`src/rtl/sync_rx_pkg.sv`:
```
package sync_rx_pkg;
  typedef enum logic [1:0] {
    ST_HUNT  = 2'd0,
    ST_SYNC2 = 2'd1,
    ST_LOCK  = 2'd2
  } rx_state_e;
endpackage

```
`src/rtl/sync_rx_edge.sv`:
```
module sync_rx_edge (
  input  logic clk,
  input  logic rst,
  input  logic rxc,
  input  logic rxd,
  output logic bit_stb,
  output logic bit_val
);
  logic rxc_q;

  always_ff @(posedge clk) begin
    if (rst) begin
      rxc_q   <= 1'b1;
      bit_stb <= 1'b0;
      bit_val <= 1'b0;
    end else begin
      rxc_q   <= rxc;
      bit_stb <= rxc & ~rxc_q;
      bit_val <= rxd;
    end
  end


  stb_single_chk: assert property (@(posedge clk) disable iff (rst)
    bit_stb |=> !bit_stb);
endmodule

```
`src/rtl/sync_rx_shift.sv`:
```
module sync_rx_shift #(
  parameter int DATA_W = 8,
  parameter int CNT_W  = 4
) (
  input  logic              clk,
  input  logic              rst,
  input  logic              bit_stb,
  input  logic              bit_val,
  input  logic [CNT_W-1:0]  len,
  output logic [DATA_W-1:0] win_aligned
);
  logic [DATA_W-1:0] sh_q;
  logic [DATA_W-1:0] sh_next;
  logic [CNT_W-1:0]  drop;

  always_comb begin
    sh_next     = {bit_val, sh_q[DATA_W-1:1]};
    drop        = CNT_W'(DATA_W) - len;
    win_aligned = sh_next >> drop;
  end

  always_ff @(posedge clk) begin
    if (rst) sh_q <= '0;
    else if (bit_stb) sh_q <= sh_next;
  end
endmodule

```
`src/rtl/sync_rx_hunt.sv`:
```
module sync_rx_hunt
  import sync_rx_pkg::*;
#(
  parameter int DATA_W = 8,
  parameter int CNT_W  = 4
) (
  input  logic              clk,
  input  logic              rst,
  input  logic              bit_stb,
  input  logic [DATA_W-1:0] win_aligned,
  input  logic [CNT_W-1:0]  len,
  input  logic              ext_mode,
  input  logic              single,
  input  logic [DATA_W-1:0] sync1,
  input  logic [DATA_W-1:0] sync2,
  input  logic              ext_level,
  input  logic              hunt_cmd,
  input  logic              rd_status,
  output rx_state_e         state,
  output logic              det_flag
);
  logic [CNT_W-1:0]  sc_q;
  logic [DATA_W-1:0] mask;
  logic              m1, m2, last2, int_lock;
  rx_state_e         nxt;

  always_comb begin
    mask  = {DATA_W{1'b1}} >> (CNT_W'(DATA_W) - len);
    m1    = (win_aligned == (sync1 & mask));
    m2    = (win_aligned == (sync2 & mask));
    last2 = (sc_q == len - CNT_W'(1));
    nxt      = state;
    int_lock = 1'b0;
    if (hunt_cmd) begin
      nxt = ST_HUNT;
    end else if (bit_stb) begin
      case (state)
        ST_HUNT: begin
          if (ext_mode) begin
            if (ext_level) nxt = ST_LOCK;
          end else if (m1) begin
            if (single) begin
              nxt      = ST_LOCK;
              int_lock = 1'b1;
            end else begin
              nxt = ST_SYNC2;
            end
          end
        end
        ST_SYNC2: begin
          if (ext_mode) begin
            nxt = ST_HUNT;
          end else if (last2) begin
            if (m2) begin
              nxt      = ST_LOCK;
              int_lock = 1'b1;
            end else begin
              nxt = ST_HUNT;
            end
          end
        end
        default: nxt = state;
      endcase
    end
  end

  always_ff @(posedge clk) begin
    if (rst) begin
      state    <= ST_HUNT;
      sc_q     <= '0;
      det_flag <= 1'b0;
    end else begin
      state <= nxt;
      if (state == ST_SYNC2 && bit_stb && !last2 && !hunt_cmd) sc_q <= sc_q + CNT_W'(1);
      else if (state != ST_SYNC2 || bit_stb || hunt_cmd) sc_q <= '0;
      if (int_lock) det_flag <= 1'b1;
      else if (rd_status) det_flag <= 1'b0;
    end
  end


  syndet_clear_chk: assert property (@(posedge clk) disable iff (rst)
    (rd_status && !int_lock) |=> !det_flag);

  hunt_enter_chk: assert property (@(posedge clk) disable iff (rst)
    hunt_cmd |=> (state == ST_HUNT));

  flag_lock_chk: assert property (@(posedge clk) disable iff (rst)
    $rose(det_flag) |-> (state == ST_LOCK));
endmodule

```
`src/rtl/sync_rx_asm.sv`:
```
module sync_rx_asm #(
  parameter int DATA_W = 8,
  parameter int CNT_W  = 4
) (
  input  logic              clk,
  input  logic              rst,
  input  logic              bit_stb,
  input  logic              bit_val,
  input  logic [DATA_W-1:0] win_aligned,
  input  logic [CNT_W-1:0]  len,
  input  logic              locked,
  input  logic              par_en,
  input  logic              par_even,
  output logic              char_done,
  output logic [DATA_W-1:0] char_data,
  output logic              char_perr
);
  logic [CNT_W-1:0]  cnt_q;
  logic [DATA_W-1:0] hold_q;
  logic              last_data, par_slot;

  always_comb begin
    last_data = (cnt_q == len - CNT_W'(1));
    par_slot  = (cnt_q == len);
  end

  always_ff @(posedge clk) begin
    if (rst) begin
      cnt_q     <= '0;
      hold_q    <= '0;
      char_done <= 1'b0;
      char_data <= '0;
      char_perr <= 1'b0;
    end else begin
      char_done <= 1'b0;
      if (!locked) begin
        cnt_q <= '0;
      end else if (bit_stb) begin
        if (last_data) begin
          hold_q <= win_aligned;
          if (par_en) begin
            cnt_q <= cnt_q + CNT_W'(1);
          end else begin
            cnt_q     <= '0;
            char_done <= 1'b1;
            char_data <= win_aligned;
            char_perr <= 1'b0;
          end
        end else if (par_slot) begin
          cnt_q     <= '0;
          char_done <= 1'b1;
          char_data <= hold_q;
          char_perr <= (^hold_q) ^ bit_val ^ ~par_even;
        end else begin
          cnt_q <= cnt_q + CNT_W'(1);
        end
      end
    end
  end


  cnt_bound_chk: assert property (@(posedge clk) disable iff (rst)
    cnt_q <= CNT_W'(DATA_W));

  done_pulse_chk: assert property (@(posedge clk) disable iff (rst)
    char_done |=> !char_done);
endmodule

```
`src/rtl/sync_rx_buf.sv`:
```
module sync_rx_buf #(
  parameter int DATA_W = 8
) (
  input  logic              clk,
  input  logic              rst,
  input  logic              char_done,
  input  logic [DATA_W-1:0] char_data,
  input  logic              char_perr,
  input  logic              rd_data,
  input  logic              rd_status,
  output logic [DATA_W-1:0] rx_data,
  output logic              rx_ready,
  output logic              par_err,
  output logic              ovr_err
);
  always_ff @(posedge clk) begin
    if (rst) begin
      rx_data  <= '0;
      rx_ready <= 1'b0;
      par_err  <= 1'b0;
      ovr_err  <= 1'b0;
    end else begin
      if (char_done) begin
        rx_data  <= char_data;
        par_err  <= char_perr;
        rx_ready <= 1'b1;
      end else if (rd_data) begin
        rx_ready <= 1'b0;
      end
      if (char_done && rx_ready && !rd_data) ovr_err <= 1'b1;
      else if (rd_status) ovr_err <= 1'b0;
    end
  end


  ready_clear_chk: assert property (@(posedge clk) disable iff (rst)
    (rd_data && !char_done) |=> !rx_ready);

  overrun_set_chk: assert property (@(posedge clk) disable iff (rst)
    (char_done && rx_ready && !rd_data) |=> ovr_err);

  ready_set_chk: assert property (@(posedge clk) disable iff (rst)
    char_done |=> rx_ready);
endmodule

```
`src/rtl/sync_rx_top.sv`:
```
module sync_rx_top
  import sync_rx_pkg::*;
#(
  parameter int DATA_W  = 8,
  parameter int LEN_W   = 2,
  parameter int MIN_LEN = 5
) (
  input  logic              clk,
  input  logic              rst,
  input  logic              rxc,
  input  logic              rxd,
  input  logic [LEN_W-1:0]  cfg_len,
  input  logic              cfg_par_en,
  input  logic              cfg_par_even,
  input  logic              cfg_single_sync,
  input  logic              cfg_ext_sync,
  input  logic [DATA_W-1:0] sync_char1,
  input  logic [DATA_W-1:0] sync_char2,
  input  logic              syndet_in,
  output logic              syndet_out,
  output logic              syndet_oe,
  input  logic              hunt_cmd,
  input  logic              rd_data,
  input  logic              rd_status,
  output logic [DATA_W-1:0] rx_data,
  output logic              rx_ready,
  output logic              par_err,
  output logic              ovr_err,
  output logic              hunting
);
  localparam int CNT_W = $clog2(DATA_W + 2);

  logic              bit_stb, bit_val, char_done, char_perr, det_flag;
  logic [CNT_W-1:0]  len;
  logic [DATA_W-1:0] win_aligned, char_data;
  rx_state_e         state;

  assign len = CNT_W'(MIN_LEN) + CNT_W'(cfg_len);

  sync_rx_edge u_edge (
    .clk(clk), .rst(rst), .rxc(rxc), .rxd(rxd),
    .bit_stb(bit_stb), .bit_val(bit_val)
  );

  sync_rx_shift #(.DATA_W(DATA_W), .CNT_W(CNT_W)) u_shift (
    .clk(clk), .rst(rst), .bit_stb(bit_stb), .bit_val(bit_val),
    .len(len), .win_aligned(win_aligned)
  );

  sync_rx_hunt #(.DATA_W(DATA_W), .CNT_W(CNT_W)) u_hunt (
    .clk(clk), .rst(rst), .bit_stb(bit_stb), .win_aligned(win_aligned),
    .len(len), .ext_mode(cfg_ext_sync), .single(cfg_single_sync),
    .sync1(sync_char1), .sync2(sync_char2), .ext_level(syndet_in),
    .hunt_cmd(hunt_cmd), .rd_status(rd_status),
    .state(state), .det_flag(det_flag)
  );

  sync_rx_asm #(.DATA_W(DATA_W), .CNT_W(CNT_W)) u_asm (
    .clk(clk), .rst(rst), .bit_stb(bit_stb), .bit_val(bit_val),
    .win_aligned(win_aligned), .len(len), .locked(state == ST_LOCK),
    .par_en(cfg_par_en), .par_even(cfg_par_even),
    .char_done(char_done), .char_data(char_data), .char_perr(char_perr)
  );

  sync_rx_buf #(.DATA_W(DATA_W)) u_buf (
    .clk(clk), .rst(rst), .char_done(char_done), .char_data(char_data),
    .char_perr(char_perr), .rd_data(rd_data), .rd_status(rd_status),
    .rx_data(rx_data), .rx_ready(rx_ready), .par_err(par_err), .ovr_err(ovr_err)
  );

  always_ff @(posedge clk) begin
    if (rst) syndet_oe <= 1'b1;
    else     syndet_oe <= ~cfg_ext_sync;
  end

  assign syndet_out = det_flag;
  assign hunting    = (state != ST_LOCK);


  done_locked_chk: assert property (@(posedge clk) disable iff (rst)
    char_done |-> ($past(state) == ST_LOCK));

  ext_no_flag_chk: assert property (@(posedge clk) disable iff (rst)
    (cfg_ext_sync && $past(cfg_ext_sync) && !$past(det_flag)) |-> !det_flag);
endmodule

```
`config.mk`:
```
export PLATFORM = sky130hd
export DESIGN_NAME = sync_rx_top
export DESIGN_NICKNAME = d
export VERILOG_FILES = /design/src/rtl/sync_rx_pkg.sv /design/src/rtl/sync_rx_edge.sv /design/src/rtl/sync_rx_shift.sv /design/src/rtl/sync_rx_hunt.sv /design/src/rtl/sync_rx_asm.sv /design/src/rtl/sync_rx_buf.sv /design/src/rtl/sync_rx_top.sv
export SDC_FILE = /design/constraint.sdc
export NUM_CORES = 1
export LEC_CHECK = 0
export ABC_AREA = 1
export CORE_MARGIN = 8
export CORE_UTILIZATION = 30
export DETAILED_ROUTE_END_ITERATION = 10
export HOLD_SLACK_MARGIN = 0.08
export PLACE_DENSITY = 0.46
export SLEW_MARGIN = 20
export SYNTH_ARGS = -nofsm -noshare
export SYNTH_HDL_FRONTEND = slang
export SYNTH_HIERARCHICAL = 1
export SYNTH_SLANG_ARGS = --single-unit
export TNS_END_PERCENT = 5
```
`constraint.sdc`:
```
create_clock -name clk -period 3.3 [get_ports clk]
set_input_delay 0.825 -clock clk [delete_from_list [all_inputs] [get_ports clk]]
set_output_delay 0.825 -clock clk [all_outputs]
set_load 0.03 [all_outputs]
```
### Word-level counts from Yosys, hierarchy flattened

Index checks and enable logic that the tools add are counted.

| storage, ports and cells | value |
|---|---|
| flip-flop bits (word level) | 52 |
| bits of input ports | 30 |
| output and inout port bits | 14 |

| operators by class | value |
|---|---|
| add/sub/neg operators | 5 |
| eq/ne operators | 13 |
| shift operators | 2 |
| mux-type cells | 36 |
| bitwise logic cells | 10 |
| reductions and logical operators | 24 |

Operators by type and width:

| kind | count |
|---|---|
| $mux W8 | 3 |
| $mux W4 | 5 |
| $mux W1 | 19 |
| $and A8 B8 Y8 | 2 |
| $eq A8 B8 Y1 | 2 |
| $mux W2 | 7 |
| $eq A4 B4 Y1 | 3 |
| $reduce_bool A2 Y1 | 6 |
| $add A4 B1 Y4 const B | 2 |
| $reduce_xor A8 Y1 | 1 |
| $shr A8 B4 Y8 | 1 |
| $shr A8 B4 Y8 const A | 1 |
| $ne A3 B2 Y1 const B | 2 |
| $logic_and A1 B1 Y1 | 5 |
| $not A1 Y1 | 5 |
| $reduce_and A5 Y1 | 1 |
| $add A3 B2 Y4 const A | 1 |
| $ne A2 B2 Y1 const B | 2 |
| $pmux W2 S2 | 1 |
| $reduce_and A4 Y1 | 1 |
| $reduce_or A2 Y1 | 2 |
| $sub A4 B1 Y4 const B | 1 |
| $sub A4 B4 Y4 const A | 1 |
| $logic_not A1 Y1 | 3 |
| other kinds (11) | 13 |

### Logic depth before layout (Yosys ltp)

| logic depth | value |
|---|---|
| depth after elaboration | 12 |
| gate-level depth with buffers | 22 |
| depth with buffers taken out | 20 |

### By module

Netlist, hierarchy kept.

By module, submodules not included:

| module | times used | cells an instance | area an instance (µm²) | seq. area each (µm²) |
|---|---|---|---|---|
| sync_rx_asm | 1 | 216 | 1,338.8 | 440.4 |
| sync_rx_hunt | 1 | 183 | 1,073.5 | 140.1 |
| sync_rx_shift | 1 | 99 | 644.4 | 140.1 |
| sync_rx_buf | 1 | 48 | 395.4 | 220.2 |
| sync_rx_edge | 1 | 9 | 87.6 | 60.1 |
| sync_rx_top | 1 | 11 | 77.6 | 20.0 |

### Worst setup path after synthesis

No wires, ideal clock.

| timing | value |
|---|---|
| path kind | in2reg |
| from | input cfg_len[0] |
| to | register u_hunt.state[0] |
| arrival | 2.925 ns |
| data required time | 3.190 ns |
| slack | 0.265 ns |
| cell stages on the path | 19 |
| path buffers | 2 |
| cell sequence | inv_1 buf_6 inv_6 buf_12 ha_1 inv_2 nand3_1 nand2_1 nand2_1 nor2_1 inv_1 nand4_1 nand3_1 nor2_2 nand2_1 nand3_2 nand4_1 nand2_1 nor2_1 |

RTL lines:

| item | line | source |
|---|---|---|
| start, declared | sync_rx_top.sv:12 | `input logic [LEN_W-1:0] cfg_len,` |
| $add A3 B2 Y4 | sync_rx_top.sv:38 | `assign len = CNT_W'(MIN_LEN) + CNT_W'(cfg_len);` |
| $sub A4 B4 Y4 | sync_rx_shift.sv:18 | `drop = CNT_W'(DATA_W) - len;` |
| $shr A8 B4 Y8 | sync_rx_shift.sv:19 | `win_aligned = sh_next >> drop;` |
| named net win_aligned[3] | sync_rx_top.sv:35 | `logic [DATA_W-1:0] win_aligned, char_data;` |
| $eq A8 B8 Y1 | sync_rx_hunt.sv:29 | `m1 = (win_aligned == (sync1 & mask));` |
| $ne A3 B2 Y1 (no source line) | - |  |
| $reduce_and A5 Y1 (no source line) | - |  |
| end signal, assigned | sync_rx_hunt.sv:73 | `state <= nxt;` |
| end, declared | sync_rx_hunt.sv:19 | `output rx_state_e state,` |

The timed path passes the listed nets, and every way through them passes these cells.
A chain may end at the register's enable or synchronous reset.

### Worst setup path in the final report

| timing | value |
|---|---|
| from | input cfg_len[0] |
| to | register u_hunt.state[0] |

RTL lines:

| item | line | source |
|---|---|---|
| $add A3 B2 Y4 | sync_rx_top.sv:38 |  |
| named net len[1] | sync_rx_top.sv:34 | `logic [CNT_W-1:0] len;` |
| $sub A4 B4 Y4 | sync_rx_shift.sv:18 |  |
| $shr A8 B4 Y8 | sync_rx_shift.sv:19 |  |
| named net win_aligned[0] | sync_rx_top.sv:35 |  |
| $eq A8 B8 Y1 | sync_rx_hunt.sv:29 |  |
| $ne A3 B2 Y1 (no source line) | - |  |
| $reduce_and A5 Y1 (no source line) | - |  |

The timed path passes the listed nets, and every way through them passes these cells.

==> flow_summary.json <==
{
  "regToRegStartpoint": "u_edge/bit_val",
  "synth.net_count": 607,
  "drtAntennaViolNets": 0,
  "holdPathEnd": "u_edge/bit_stb",
  "drt-initial-drc-count": 163,
  "synth_area_leaders": "dfxtp_1 28%, nand2_1 18%, inv_1 8.5%",
  "grt_max_degree": 33,
  "clk_latency_ns": 0.30,
  "max_freq_ghz": 0.362,
  "area_growth_pct": 27.0,
  "maxCapViolations": 0,
  "path_class": "in2reg",
  "numPortBuffers": 43,
  "n_antenna_cell": 0,
  "synth_top_area_cell": "dfxtp_1",
  "worstMarginPinSlew_ns": 0.536,
  "rrSetupSlack_ns": 1.32,
  "drc": 0,
  "numCtsBuffers": 5,
  "ctsHoldBuffers": 0,
  "overflow": 0,
  "grt_first_pass_wirelength_mm": 16.5,
  "instances_no_fill": 786,
  "dr.pass1.iters": 4,
  "rsz0062_at_grt": "false",
  "rows": 40,
  "switching_share_pct": 32.1,
  "fin_crit_sh_pct": 83.7,
  "critPathArrivalTime_ns": 2.96,
  "worstSetupEndpointType": "flip-flop",
  "skew_ns": 0.00522,
  "dpl_cell_area_um2": 4370,
  "fin_tns_setup_ns": 0,
  "period_needed_ns": 2.76,
  "htree_num_levels": 2,
  "cp-start-kind": "input port",
  "rr_endpoint": "u_hunt/state[0]",
  "drt_wl_total_mm": 9.74,
  "crit_fanout": 3,
  "antenna_found_initial": 0,
  "ys_seq_elements": 51,
  "switching_power_uw": 518,
  "drive_above_1_share_pct": 16.0,
  "fp.dieH_um": 126,
  "finalInstanceArea_um2": 4590,
  "setup_violations": 0,
  "vdd_drop_max_mv": 0.171,
  "dieArea_um2": 15800,
  "routedWlPerCell_um": 12.4,
  "fp.coreArea_um2": 11900,
  "die_w_um": 126,
  "vias_per_cell": 4.63,
  "hold_viol_final": 0,
  "seqPwrFrac_pct": 38.8,
  "status": "complete, no violations",
  "synth.distinct_cells": 34,
  "ys_seq_area_share_pct": 28.2,
  "cellLeakagePower_uw": 0.00205,
  "holdCritPathClass": "reg2reg",
  "netlist_instances": 566,
  "start_util_pct": 30.4,
  "cts_num_sinks": 51,
  "vias": 3638,
  "nets": 679,
  "comb_power_share_pct": 26.8,
  "cts_setup_buffers": 0,
  "clk_root_buffer_cell": "clkbuf_16",
  "p_per_area_nw_per_um2": 352,
  "io_pins": 44,
  "whs_path_depth": 1,
  "track_usage_pct": 12.5,
  "hpwl_mm": 7.71,
  "ys_warn_count": 6,
  "syn_area_um2": 3620,
  "cts_buffer_depth": 2,
  "clockPowerShare_pct": 34.4,
  "slew_violations": 0,
  "cts.clk_slew.worst_paths_ns": 0.08,
  "cts_tree": "done",
  "hp-start": "u_edge/rxc_q",
  "synth_top_area_share_pct": 28.2,
  "final_core_util_pct": 38.6,
  "place_congestion": 0.876,
  "grt_pass1_vias": 3520,
  "dp_cells": 778,
  "max-slew-margin-rel_pct": 64.2,
  "cp.required_ns": 3.50,
  "avgSynthCellArea_um2": 6.39,
  "r2r_cells": 14,
  "p_int_uw": 1100
}
## synth_stat cells
cell	number
nand4_2	1
ha_1	11
o21ai_1	5
buf_6	5
nand3b_4	1
nand2_2	8
o21bai_1	1
or2_1	1
nand2_1	174
buf_12	2
nor2_4	3
inv_2	12
nor2_2	8
buf_2	5
nand4_1	21
nand3_4	1
xnor2_2	1
nor2_1	53
nand3_1	42
nand3_2	10
xor2_1	5
nand3b_1	1
inv_6	1
xnor2_1	6
nor3_1	4
a21oi_2	2
nor4_1	1
o21ai_0	11
dfxtp_1	51
nand2_4	5
a21oi_1	22
inv_1	82
a211oi_1	9
and2_1	1
## cell families (layout without fill, tap and decap cells)
group	after synthesis	in the layout	share of synthesized area, %
AND/OR/NAND/NOR	335	335	43.7
buffers and inverters	107	180	13.4
flip-flops	51	51	28.2
AO/OA/AOI/OAI	50	50	7.82
XOR/XNOR	12	12	3.11
adder cells (fa/ha/maj)	11	11	3.80
## power groups by stage
stage / logic (uW) / registers (uW) / clock network [uW]
5_1_grt: 483 / 628 / 601
4_1_cts: 412 / 627 / 582
2_1_floorplan: 253 / 642 / 0
6_report: 432 / 627 / 556
3_3_place_gp: 407 / 641 / 0
3_5_place_dp: 410 / 642 / 0
## per-layer routing
| metal | up-vias | wire length, um | track usage [%] |
|---|---|---|---|
| li1 | 1930 | - | - |
| met4 | 0 | 158 | 3.54 |
| met1 | 1635 | 4550 | 15.2 |
| met2 | 62 | 4640 | 21.9 |
| met3 | 11 | 398 | 2.62 |
| met5 | - | 0 | 0 |
## cell usage in the layout (no fill, tap or decap), types with 2 or more instances in the layout
master,count
o21ai_1,5
xnor2_1,6
clkbuf_16,5
nor2_1,49
ha_4,3
nand2_2,8
a21oi_1,22
a21oi_2,2
inv_6,3
nand2_4,5
a211oi_1,9
clkdlybuf4s50_1,41
buf_4,34
nor2_2,10
o21ai_0,11
dfxtp_1,51
nand2_1,174
inv_1,82
ha_1,8
nor3_1,4
xor2_1,5
nand3_1,42
dlymetal6s2s_1,2
inv_2,11
nand3_2,10
nand4_1,21
nor2_4,5
## how the worst max path moves through the flow
stage / startpoint / endpoint / slack, ns / cells after the start
final: cfg_len[0] / u_hunt/state[0] / 0.54 / 19
after detailed placement: cfg_len[0] / u_hunt/state[0] / -0.32 / 19
after global routing: cfg_len[0] / u_hunt/det_flag / 0.29 / 20
after global placement: cfg_len[0] / u_hunt/state[1] / -0.25 / 19
after CTS: cfg_len[0] / u_hunt/state[0] / 0.03 / 17
after floorplan: cfg_len[0] / u_hunt/state[0] / 0.27 / 19
## registers in the layout, summed over array words and instances (netlist names), 2 cells and up
register         count
u_asm/char_data      8
u_asm/cnt_q          4
u_asm/hold_q         8
u_buf/rx_data        8
u_hunt/sc_q          4
u_hunt/state         2
u_shift/sh_q         7
## worst max-delay path, stage by stage
cell,delay (ns)
dlymetal6s2s_1,0.17
ha_4,0.30
inv_2,0.05
ha_4,0.17
xnor2_4,0.19
inv_2,0.08
buf_4,0.13
nor2_1,0.17
nor2_4,0.08
inv_1,0.07
nand2_1,0.05
nand2_1,0.05
nand3_1,0.09
nor2_2,0.13
nand2_1,0.07
nand3_2,0.09
nand4_1,0.10
nand2_1,0.10
nor2_1,0.04
## cell type report
class	instances	area (um2)
inverter	95	364
timing repair buffer	77	691
sequential	51	1020
clock inverter	3	26.3
clock buffer	5	125
tap	147	184
multi-input combinational	408	2180
fill	1300	7320
## metrics by stage
step | power [uW] | worst slack (ns) | hold WS (ns)
2_1_floorplan | 895 | 0.265 | 0.382
3_3_place_gp | 1050 | -0.254 | 0.387
3_5_place_dp | 1050 | -0.318 | 0.392
4_1_cts | 1620 | 0.0319 | 0.405
5_1_grt | 1710 | 0.293 | 0.429
6_report | 1610 | 0.538 | 0.402
## timing repair
item,in CTS,in global routing
pin swaps,0,1
resized for setup,1,14
endpoints found under the setup margin,1,3
(Power assumes the default switching activity.)
